**src/rtl/updn_pkg.sv**
```systemverilog
// Shared types for the up/down wiper controller.
// Assumes: the three control levels travel together as one packed word.
package updn_pkg;

    // Synchronized control levels, in pin polarity
    typedef struct packed {
        logic sel_n;
        logic inc_n;
        logic dir_up;
    } ctl_lvl_t;

    // One-cycle events derived from the synchronized levels
    typedef struct packed {
        logic sel_fall;
        logic sel_rise;
        logic inc_fall;
        logic inc_rise;
        logic dir_chg;
    } ctl_evt_t;

    // Idle pin state: deselected, strobe high, direction down
    localparam ctl_lvl_t CTL_IDLE = '{sel_n: 1'b1, inc_n: 1'b1, dir_up: 1'b0};

    function automatic int unsigned max2(input int unsigned a, input int unsigned b);
        return (a > b) ? a : b;
    endfunction

endpackage

```
**src/rtl/updn_sync.sv**
```systemverilog
// Multi-stage synchronizer for a vector of asynchronous levels.
// Assumes: each bit is an independent slow level; STAGES >= 2.
module updn_sync #(
    parameter int          W       = 3,
    parameter int          STAGES  = 2,
    parameter logic [W-1:0] RST_VAL = '0
) (
    input  logic         clk,
    input  logic         rst_n,
    input  logic [W-1:0] async_in,
    output logic [W-1:0] sync_out
);

    logic [STAGES-1:0][W-1:0] pipe_q;

    genvar g;
    generate
        for (g = 0; g < STAGES; g++) begin : g_stage
            // Purpose: shift the levels one stage deeper each clock
            always_ff @(posedge clk) begin
                if (!rst_n) begin
                    pipe_q[g] <= RST_VAL;
                end else begin
                    if (g == 0) pipe_q[g] <= async_in;
                    else        pipe_q[g] <= pipe_q[(g == 0) ? 0 : g - 1];
                end
            end
        end
    endgenerate

    assign sync_out = pipe_q[STAGES-1];

endmodule

```
**src/rtl/updn_session.sv**
```systemverilog
// Selection session and tap register.
// Derives edge events from the synchronized levels, arms a selection that
// begins outside a store, steps the saturating tap register and requests
// a store on a qualifying release. Assumes: nv_word is stable during reset.
module updn_session
    import updn_pkg::*;
#(
    parameter int TAP_W = 8
) (
    input  logic             clk,
    input  logic             rst_n,
    input  ctl_lvl_t         lvl,
    input  logic             busy,
    input  logic [TAP_W-1:0] nv_word,
    output ctl_evt_t         evt,
    output logic             armed,
    output logic             store_start,
    output logic [TAP_W-1:0] tap
);

    localparam logic [TAP_W-1:0] TAP_MAX = {TAP_W{1'b1}};
    localparam logic [TAP_W-1:0] TAP_MIN = '0;

    ctl_lvl_t         prev_q;
    logic             arm_q;
    logic [TAP_W-1:0] tap_q;
    logic             step_up;
    logic             step_dn;

    // Purpose: hold the previous synchronized levels for edge detection
    always_ff @(posedge clk) begin
        if (!rst_n) prev_q <= CTL_IDLE;
        else        prev_q <= lvl;
    end

    // Purpose: form one-cycle edge events
    always_comb begin
        evt.sel_fall = prev_q.sel_n & ~lvl.sel_n;
        evt.sel_rise = ~prev_q.sel_n & lvl.sel_n;
        evt.inc_fall = prev_q.inc_n & ~lvl.inc_n;
        evt.inc_rise = ~prev_q.inc_n & lvl.inc_n;
        evt.dir_chg  = prev_q.dir_up ^ lvl.dir_up;
    end

    // Purpose: arm a selection only when it starts outside a store
    always_ff @(posedge clk) begin
        if (!rst_n)                      arm_q <= 1'b0;
        else if (lvl.sel_n)              arm_q <= 1'b0;
        else if (evt.sel_fall && !busy)  arm_q <= 1'b1;
    end

    // Purpose: decode step requests with the direction seen at the edge
    always_comb begin
        step_up = arm_q && !busy && !lvl.sel_n && evt.inc_fall &&  lvl.dir_up;
        step_dn = arm_q && !busy && !lvl.sel_n && evt.inc_fall && !lvl.dir_up;
    end

    // Purpose: recall on reset, otherwise step with clamping at both ends
    always_ff @(posedge clk) begin
        if (!rst_n)                            tap_q <= nv_word;
        else if (step_up && tap_q != TAP_MAX)  tap_q <= tap_q + 1'b1;
        else if (step_dn && tap_q != TAP_MIN)  tap_q <= tap_q - 1'b1;
    end

    assign store_start = arm_q && evt.sel_rise && lvl.inc_n;
    assign armed       = arm_q;
    assign tap         = tap_q;

endmodule

```
**src/rtl/updn_nv_store.sv**
```systemverilog
// Model of the single nonvolatile word with a busy period.
// The word keeps its value through reset and powers up at DEFAULT_CODE.
// A store latches the data, stays busy for STORE_CYCLES cycles and
// commits the word on the last one. Assumes: STORE_CYCLES >= 1.
module updn_nv_store #(
    parameter int TAP_W        = 8,
    parameter int DEFAULT_CODE = 128,
    parameter int STORE_CYCLES = 3_000_000
) (
    input  logic             clk,
    input  logic             rst_n,
    input  logic             start,
    input  logic [TAP_W-1:0] wdata,
    output logic [TAP_W-1:0] nv_word,
    output logic             busy
);

    localparam int CW = $clog2(STORE_CYCLES) + 1;
    localparam logic [CW-1:0] LOAD = CW'(STORE_CYCLES - 1);

    logic [TAP_W-1:0] nv_q = TAP_W'(DEFAULT_CODE);
    logic [TAP_W-1:0] pend_q;
    logic [CW-1:0]    cnt_q;
    logic             busy_q;

    // Purpose: run the busy countdown; reset abandons a store in progress
    always_ff @(posedge clk) begin
        if (!rst_n) begin
            busy_q <= 1'b0;
            cnt_q  <= '0;
            pend_q <= '0;
        end else if (!busy_q) begin
            if (start) begin
                busy_q <= 1'b1;
                cnt_q  <= LOAD;
                pend_q <= wdata;
            end
        end else if (cnt_q == '0) begin
            busy_q <= 1'b0;
        end else begin
            cnt_q <= cnt_q - 1'b1;
        end
    end

    // Purpose: commit the word once, in the last busy cycle; never reset
    always_ff @(posedge clk) begin
        if (rst_n && busy_q && cnt_q == '0) nv_q <= pend_q;
    end

    assign nv_word = nv_q;
    assign busy    = busy_q;

endmodule

```
**src/rtl/updn_timing_mon.sv**
```systemverilog
// Cycle-based timing monitor for the control pins.
// Counts cycles since the last strobe edge, the last strobe fall, the last
// select fall and the last direction change, and flags minimum violations
// while selected. Assumes: every minimum is at least 1.
module updn_timing_mon
    import updn_pkg::*;
#(
    parameter int MIN_INC_LOW    = 50,
    parameter int MIN_INC_HIGH   = 50,
    parameter int MIN_INC_PERIOD = 200,
    parameter int MIN_SEL_SETUP  = 20,
    parameter int MIN_DIR_SETUP  = 10,
    parameter int MIN_DIR_HOLD   = 20
) (
    input  logic clk,
    input  logic rst_n,
    input  logic selected,
    input  logic sel_fall,
    input  logic inc_fall,
    input  logic inc_rise,
    input  logic dir_chg,
    output logic timing_err
);

    localparam int MAXP = max2(max2(max2(MIN_INC_LOW, MIN_INC_HIGH), max2(MIN_INC_PERIOD, MIN_SEL_SETUP)),
                               max2(MIN_DIR_SETUP, MIN_DIR_HOLD));
    localparam int CW = $clog2(MAXP + 1) + 1;
    localparam logic [CW-1:0] CMAX = '1;
    localparam logic [CW-1:0] LIM_LOW  = CW'(MIN_INC_LOW - 1);
    localparam logic [CW-1:0] LIM_HIGH = CW'(MIN_INC_HIGH - 1);
    localparam logic [CW-1:0] LIM_PER  = CW'(MIN_INC_PERIOD - 1);
    localparam logic [CW-1:0] LIM_SEL  = CW'(MIN_SEL_SETUP - 1);
    localparam logic [CW-1:0] LIM_DSU  = CW'(MIN_DIR_SETUP - 1);
    localparam logic [CW-1:0] LIM_DH   = CW'(MIN_DIR_HOLD - 1);

    logic [CW-1:0] edge_q, fall_q, sel_q, dir_q;
    logic          viol;
    logic          err_q;

    function automatic logic [CW-1:0] bump(input logic [CW-1:0] c);
        return (c == CMAX) ? c : c + 1'b1;
    endfunction

    // Purpose: saturating elapsed-cycle counters, cleared by their events
    always_ff @(posedge clk) begin
        if (!rst_n) begin
            edge_q <= CMAX;
            fall_q <= CMAX;
            sel_q  <= CMAX;
            dir_q  <= CMAX;
        end else begin
            edge_q <= (inc_fall || inc_rise) ? '0 : bump(edge_q);
            fall_q <= inc_fall ? '0 : bump(fall_q);
            sel_q  <= sel_fall ? '0 : bump(sel_q);
            dir_q  <= dir_chg  ? '0 : bump(dir_q);
        end
    end

    // Purpose: compare each elapsed count with its minimum at the event
    always_comb begin
        viol = 1'b0;
        if (selected) begin
            if (inc_rise && edge_q < LIM_LOW)                viol = 1'b1;
            if (inc_fall && edge_q < LIM_HIGH)               viol = 1'b1;
            if (inc_fall && fall_q < LIM_PER)                viol = 1'b1;
            if (inc_fall && (sel_fall || sel_q < LIM_SEL))   viol = 1'b1;
            if (inc_fall && (dir_chg || dir_q < LIM_DSU))    viol = 1'b1;
            if (dir_chg && !inc_fall && fall_q < LIM_DH)     viol = 1'b1;
        end
    end

    // Purpose: register the violation into a one-cycle flag
    always_ff @(posedge clk) begin
        if (!rst_n) err_q <= 1'b0;
        else        err_q <= viol;
    end

    assign timing_err = err_q;

endmodule

```
**src/rtl/updn_wiper_ctrl.sv**
```systemverilog
// Top of the up/down wiper position controller.
// Synchronizes the three control pins, runs the selection session and tap
// register, models the saved word and, when enabled, the timing monitor.
// Assumes: rst_n is held low for at least two clocks at power-on.
module updn_wiper_ctrl
    import updn_pkg::*;
#(
    parameter int TAP_W           = 8,
    parameter int DEFAULT_CODE    = 128,
    parameter int STORE_CYCLES    = 3_000_000,
    parameter int SYNC_STAGES     = 2,
    parameter bit TIMING_CHECK_EN = 1'b1,
    parameter int MIN_INC_LOW     = 50,
    parameter int MIN_INC_HIGH    = 50,
    parameter int MIN_INC_PERIOD  = 200,
    parameter int MIN_SEL_SETUP   = 20,
    parameter int MIN_DIR_SETUP   = 10,
    parameter int MIN_DIR_HOLD    = 20
) (
    input  logic             clk,
    input  logic             rst_n,
    input  logic             sel_n,
    input  logic             inc_n,
    input  logic             dir_up,
    output logic [TAP_W-1:0] wiper_code,
    output logic             store_busy,
    output logic             timing_err
);

    localparam int LVL_W = $bits(ctl_lvl_t);

    ctl_lvl_t         pins;
    ctl_lvl_t         lvl;
    logic [LVL_W-1:0] lvl_raw;
    ctl_evt_t         evt;
    logic             armed;
    logic             store_start;
    logic             busy;
    logic [TAP_W-1:0] nv_word;
    logic [TAP_W-1:0] tap;

    assign pins = '{sel_n: sel_n, inc_n: inc_n, dir_up: dir_up};

    updn_sync #(
        .W       (LVL_W),
        .STAGES  (SYNC_STAGES),
        .RST_VAL (LVL_W'(CTL_IDLE))
    ) u_sync (
        .clk      (clk),
        .rst_n    (rst_n),
        .async_in (pins),
        .sync_out (lvl_raw)
    );

    assign lvl = ctl_lvl_t'(lvl_raw);

    updn_session #(
        .TAP_W (TAP_W)
    ) u_session (
        .clk         (clk),
        .rst_n       (rst_n),
        .lvl         (lvl),
        .busy        (busy),
        .nv_word     (nv_word),
        .evt         (evt),
        .armed       (armed),
        .store_start (store_start),
        .tap         (tap)
    );

    updn_nv_store #(
        .TAP_W        (TAP_W),
        .DEFAULT_CODE (DEFAULT_CODE),
        .STORE_CYCLES (STORE_CYCLES)
    ) u_nv (
        .clk     (clk),
        .rst_n   (rst_n),
        .start   (store_start),
        .wdata   (tap),
        .nv_word (nv_word),
        .busy    (busy)
    );

    generate
        if (TIMING_CHECK_EN) begin : g_tmon
            updn_timing_mon #(
                .MIN_INC_LOW    (MIN_INC_LOW),
                .MIN_INC_HIGH   (MIN_INC_HIGH),
                .MIN_INC_PERIOD (MIN_INC_PERIOD),
                .MIN_SEL_SETUP  (MIN_SEL_SETUP),
                .MIN_DIR_SETUP  (MIN_DIR_SETUP),
                .MIN_DIR_HOLD   (MIN_DIR_HOLD)
            ) u_tmon (
                .clk        (clk),
                .rst_n      (rst_n),
                .selected   (~lvl.sel_n),
                .sel_fall   (evt.sel_fall),
                .inc_fall   (evt.inc_fall),
                .inc_rise   (evt.inc_rise),
                .dir_chg    (evt.dir_chg),
                .timing_err (timing_err)
            );
        end else begin : g_no_tmon
            assign timing_err = 1'b0;
        end
    endgenerate

    assign wiper_code = tap;
    assign store_busy = busy;

endmodule

```
**config.mk**
```make
export PLATFORM = sky130hd
export DESIGN_NAME = updn_wiper_ctrl
export DESIGN_NICKNAME = d
export VERILOG_FILES = /design/src/rtl/updn_pkg.sv /design/src/rtl/updn_sync.sv /design/src/rtl/updn_session.sv /design/src/rtl/updn_nv_store.sv /design/src/rtl/updn_timing_mon.sv /design/src/rtl/updn_wiper_ctrl.sv
export SDC_FILE = /design/constraint.sdc
export NUM_CORES = 1
export LEC_CHECK = 0
export BUFFER_PORTS_ARGS = -buffer_cell sky130_fd_sc_hd__buf_2
export CELL_PAD_IN_SITES_DETAIL_PLACEMENT = 1
export CELL_PAD_IN_SITES_GLOBAL_PLACEMENT = 2
export CORE_MARGIN = 4
export CORE_UTILIZATION = 40
export DETAILED_ROUTE_END_ITERATION = 10
export HOLD_SLACK_MARGIN = 0.12
export PLACE_DENSITY = 0.8
export SLEW_MARGIN = 15
export SYNTH_ARGS = -nofsm -noshare
export SYNTH_HDL_FRONTEND = slang
export SYNTH_SLANG_ARGS = --single-unit
```
**constraint.sdc**
```tcl
create_clock -name clk -period 3.8 [get_ports clk]
set_input_delay 0.19 -clock clk [delete_from_list [all_inputs] [get_ports clk]]
set_output_delay 0.19 -clock clk [all_outputs]
set_load 0.02 [all_outputs]
```
# Yosys cells after proc, flatten, opt, wreduce, memory -nomap -nowiden
# Index checks and enable logic that the tools add are counted.
# word_totals
reg_bits,95
latchBits,0
mem_bits_rw,0
rom_bits,0
inputBits,5
output_inout_bits,10
wordCells,105
n_memories,0
# classes
addsub,7
mul,0
div,0
order_cmp,5
eq_ne,11
shifts,0
n_mux,23
n_bitwise,11
reduce_logical,32
# ops
cell,n
$mux 9,8
$mux 23,3
$add 9x1->9 const B,4
$eq 9x9->1 const B,4
$mux 8,3
$logic_not 23->1,1
$sub 23x1->23 const B,1
$logic_and 1x1->1,19
$lt 9x5->1 const B,2
$lt 9x4->1 const B,1
$lt 9x6->1 const B,1
$lt 9x8->1 const B,1
$mux 1,9
$add 8x1->8 const B,1
$ne 2x1->1 const B,4
$ne 8x8->1 const B,1
$reduce_bool 8->1,1
$sub 8x1->8 const B,1
$not 1->1,6
$and 1x1->1,4
$logic_not 1->1,4
$reduce_and 2->1,2
$logic_or 1x1->1,3
$ne 3x1->1 const B,1
4 further kinds,4

# Logic depth before layout (Yosys ltp)
# depth
word_depth,9
depth_mapped,10
ltp_nobuf,10

# By module
# A second synthesis with hierarchy kept.
# unflattened
cells_unflattened,484
area_unflattened_um2,4667.0
# modules_own_cells
mod,instances,cells_per_inst,area_each_um2,seq_area_each_um2
updn_timing_mon,1,196,1823.0,740.7
updn_nv_store,1,188,1820.5,880.8
updn_session,1,84,839.6,320.3
updn_sync,1,15,180.2,120.1
updn_wiper_ctrl,1,1,3.8,0.0

# Least setup slack after synthesis
# No wires, ideal clock.
# synth_timing
path_type,register to register
start,"register u_nv.busy_q, in the netlist u_nv.busy"
end,"register u_session.tap_q[6], in the netlist u_session.tap[6], data pin"
setup_ps,195
arrival_ps,2789
required_time_ps,3605
slack_ps,816
path_stages_with_launch,10
n_path_buf,1
period_less_slack_ps,2984
cell_sequence,dfxtp_1 -> clkbuf_1 -> nor4bb_1 -> o211ai_1 -> fa_1 -> a21o_1 -> a21oi_1 -> o21bai_1 -> a2111o_1 -> o311ai_0
# synth_between
elab_chain_cells,8
# synth_lines
element,line_no,text
"start, declared",updn_nv_store.sv:24,logic busy_q;
"start signal, assigned",updn_nv_store.sv:29,busy_q <= 1'b0;
"start signal, assigned",updn_nv_store.sv:34,busy_q <= 1'b1;
"start signal, assigned",updn_nv_store.sv:39,busy_q <= 1'b0;
$logic_not 1->1,--,
$logic_and 1x1->1 (4 in a row),updn_session.sv:54,step_up = arm_q && !busy && !lvl.sel_n && evt.inc_fall && lvl.dir_up;
$logic_and 1x1->1,updn_session.sv:61,else if (step_up && tap_q != TAP_MAX) tap_q <= tap_q + 1'b1;
$mux 8,updn_session.sv:61,
$mux 8,updn_session.sv:60,if (!rst_n) tap_q <= nv_word;
"end signal, assigned",updn_session.sv:60,
"end signal, assigned",updn_session.sv:61,
"end signal, assigned",updn_session.sv:62,else if (step_dn && tap_q != TAP_MIN) tap_q <= tap_q - 1'b1;
"end, declared",updn_session.sv:26,logic [TAP_W-1:0] tap_q;
# No other way between the ends.
# A chain may end at the register's enable or synchronous reset.

# Worst setup path after layout
# layout_timing
start,"register u_sync.pipe_q, in the netlist u_sync.sync_out[1]"
end,"register u_session.tap_q[6], in the netlist u_session.tap[6], data pin"
# layout_between
elab_chain_cells,7
# layout_lines
element,line_no,text
"start, declared",updn_sync.sv:14,logic [STAGES-1:0][W-1:0] pipe_q;
"start signal, assigned by index",updn_sync.sv:24,if (g == 0) pipe_q[g] <= async_in;
"start signal, assigned by index",updn_sync.sv:25,else pipe_q[g] <= pipe_q[(g == 0) ? 0 : g - 1];
$not 1->1,updn_session.sv:40,evt.inc_fall = prev_q.inc_n & ~lvl.inc_n;
$and 1x1->1,updn_session.sv:40,
$logic_and 1x1->1 (2 in a row),updn_session.sv:54,
$logic_and 1x1->1,updn_session.sv:61,
$mux 8,updn_session.sv:61,
$mux 8,updn_session.sv:60,
# No other way between the ends.

==> metrics.md <==
| Metric | Value |
|---|---|
| Register area share after synthesis | `between 40% and 50%` |
| Detailed-route vias per instance | `5.64` |
| Top post-synthesis cells by area | `dfxtp_1 34%, edfxtp_1 10%, ha_1 4.9%, o21ai_0 4.1%, xor2_1 3.8%` |
| RSZ-0062 raised after global routing | `false` |
| CTS root buffer | `clkbuf_16` |
| DRT antenna net count | `0` |
| Die H | `115 µm` |
| Dpl cells | `627` |
| Die Wd | `about 120 µm` |
| Switch Pwr | `1070 µW` |
| Distinct cells, synth | `52` |
| Worst-margin pin slew | `0.788 ns` |
| Endpoints failing setup | `0` |
| Critical path startpoint category | `flip-flop` |
| Clk_skew | `0.00993 ns` |
| Clk_lat worst skew | `0.35 ns` |
| Seq pwr share | `44.3%` |
| Routed WL | `10900 µm` |
| Pre-antenna DRT Iters | `5` |
| First-pass GRT wire length | `18800 µm` |
| Clock share of power | `slightly below 30%` |
| Final Hold Viols | `0` |
| Core region area | `approximately 0.011 mm²` |
| Hold crit path type | `primary input to flip-flop` |
| Avg Cell Area, Syn | `just over 9 µm²` |
| Largest net degree at the start of global routing | `57` |
| Grt ovf | `0` |
| CTS clk-pin slew, worst paths | `0.08 ns` |
| Fin area | `0.00513 mm²` |
| Highest routed metal layer | `met4` |
| Netlist Area Pre-Place | `0.00459 mm²` |
| HPWL Detailed | `7340 µm` |
| GPL Wtd Cong | `0.769` |
| Commonest non-fill, non-tap cell in the layout | `dfxtp_1` |
| Period utilization | `85.9%` |
| Max Cap Violations | `0` |
| Crit path required time | `3.95 ns` |
| Reg2reg end | `u_session.tap[6]` |
| Worst setup endpoint | `u_session.tap[6]` |
| Yosys warns | `0` |
| Rows | `38` |
| Total leakage power | `~0.0019 µW` |
| CTS sink cnt | `between 90 and 100` |
| Run status | `finished clean` |
| P_int | `around 2200 µW` |
| Main synth FF type | `dfxtp_1` |
| Switching share of power | `33.2%` |
| Leading area contributor after synthesis | `dfxtp_1` |
| # port buffers | `14` |
| Met2 wire length | `5220 µm` |
| Most frequent cells in the layout | `79 x dfxtp_1, 43 x nand2_1, 38 x o21ai_0` |
| VDD IR-drop max | `0.000291 V` |
| Setup crit start | `u_sync.sync_out[1]` |
| Fmax | `0.306 GHz` |
| M1 WL | `5220 µm` |
| H-tree Lvls | `3` |
| Reg2reg path depth | `10` |
| Area share of the largest cell type after synthesis | `34.4%` |
| Final setup TNS | `0 ns` |
| GRT Total Usage | `17.7%` |
| CP endpoint kind | `flip-flop` |
| Placed inst area | `0.00478 mm²` |
| FF+latch count, synth | `95` |
| Comb pwr share | `26.7%` |
| Asr flop ratio synth | `0%` |
| WS Path Type | `flip-flop to flip-flop` |
| Initial antenna violation count | `0` |
| Non-filler cells, final | `roughly 650` |
| Tot Pwr | `3230 µW` |
| Worst EP arrival | `3.41 ns` |
| Final slew viol count | `0` |
| PwrDens | `629 mW/mm²` |
| CTS Buffer Depth | `2` |
| WL met3 | `240 µm` |
| Starting Density | `approximately two fifths` |
| CTS tree | `built` |
| Post-synth EDFFs | `16` |
| DRC | `0` |
| P&R area growth vs syn | `11.8%` |
| Cts bufs inserted | `9` |
| Slew headroom | `47.3%` |
| Num ports | `15` |
| Syn Nets | `516` |
| Number of global-route vias before repair | `3812` |
| Min Tclk post-route | `between 3 and 4 ns` |
| Die area | `0.0133 mm²` |
| Synthesized instance count | `492` |
| Fillcell total | `1291` |
| Avg WL per Cell | `between 15 and 20 µm` |
| Vias after detailed routing | `3645` |
| Reg2reg start | `u_sync.sync_out[1]` |
| N_diodes | `0` |
| Reg-to-reg slack, setup | `0.54 ns` |
| Initial DRC count | `approximately 160` |
| Layout Utilization | `approximately 47%` |
| # nets final | `approximately 530` |
| Max FO, Critical Path | `8` |
| Share of layout cells above drive strength 1 | `a little under a tenth` |
==> layer usage <==
| metal | track usage [%] | vias to the layer above |
|---|---|---|
| li1 | - | 1827 |
| met1 | 22.6 | 1780 |
| met2 | 29.9 | 26 |
| met3 | 3.05 | 12 |
| met4 | 6.42 | 0 |
| met5 | 0 | - |
==> registers in the layout, summed over array words and instances, names as in the netlist <==
register and count:
g_tmon.u_tmon.edge_q 9, u_session.prev_q 3, g_tmon.u_tmon.dir_q 9, u_nv.busy 1, u_sync.pipe_q 3, u_session.tap 8
g_tmon.u_tmon.sel_q 9, u_nv.nv_word 8, g_tmon.u_tmon.fall_q 9, u_nv.cnt_q 23, u_sync.sync_out 3, u_session.armed 1
u_nv.pend_q 8, g_tmon.u_tmon.timing_err 1
==> area by class of cell <==
class | count | area (µm²) | share of cell area [%]
repair buffers | 23 | 145 | 2.83
inverters | 10 | 37.5 | 0.731
well taps | 140 | 175 | 3.41
clock buffers | 11 | 264 | 5.14
multi-input cells | 362 | 2400 | 46.8
clock inverters | 5 | 46.3 | 0.902
flip-flops and latches | 95 | 2060 | 40.2
==> kinds of logic after synthesis <==
group / count (synthesis) / share of synthesized area, %
xor+xnor: 37 / 7.06
mux: 14 / 3.19
simple gates: 179 / 20.9
fa+ha+maj: 19 / 5.34
buf+inv: 35 / 3.02
compound gates: 113 / 15.6
flops: 95 / 44.9
==> worst min-delay path by stage <==
stage | end | from | slack [ns] | depth (start not counted)
after floorplan | u_sync.pipe_q[1] | inc_n | 0.29 | 1
after detailed placement | u_sync.pipe_q[1] | inc_n | 0.38 | 2
after CTS | u_nv.busy | rst_n | 0.37 | 3
final | u_nv.busy | rst_n | 0.37 | 3
after global routing | u_nv.busy | rst_n | 0.42 | 3
after global placement | u_sync.pipe_q[1] | inc_n | 0.38 | 2
==> cells in the mapped netlist, types with 12 or more instances <==
| cell | count |
|---|---|
| dfxtp_1 | 79 |
| nand2_1 | 43 |
| o21ai_0 | 38 |
| a21oi_1 | 28 |
| nor2_1 | 24 |
| clkbuf_1 | 23 |
| xor2_1 | 20 |
| ha_1 | 18 |
| nand3_1 | 18 |
| xnor2_1 | 17 |
| edfxtp_1 | 16 |
| nor3_1 | 16 |
| nor4_1 | 12 |
==> worst max-delay path: stages, from the launching register on <==
cell and delay [ns]:
dfxtp_1 0.34, inv_1 0.09, ha_1 0.18, nor4bb_2 0.48, o211ai_1 0.43, fa_1 0.54
a21o_1 0.18, a21oi_1 0.21, o21bai_1 0.12, a2111o_1 0.41, o311ai_0 0.10
==> per-stage QoR <==
stage / setup WS, ns / hold WS, ns
after CTS: 0.279 / 0.373
after global routing: 0.184 / 0.424
after detailed placement: 0.320 / 0.380
final: 0.536 / 0.366
after global placement: 0.511 / 0.377
after floorplan: 0.816 / 0.291
==> repair_timing <==
action | in CTS | in global routing
endpoints found under the hold margin | 3 | 0
setup endpoints to repair | 0 | 1
setup buffers | 0 | 0
resized for setup | 0 | 1
hold buffers | 3 | 0
==> power groups by stage <==
stage          combinational [µW]  clock [µW]  sequential (µW)
6_report                      863         936             1430
5_1_grt                      1000        1020             1470
4_1_cts                       882         965             1430
3_5_place_dp                  869           0             1450
3_3_place_gp                  831           0             1440
2_1_floorplan                 710           0             1410
(Power assumes the default switching activity.)
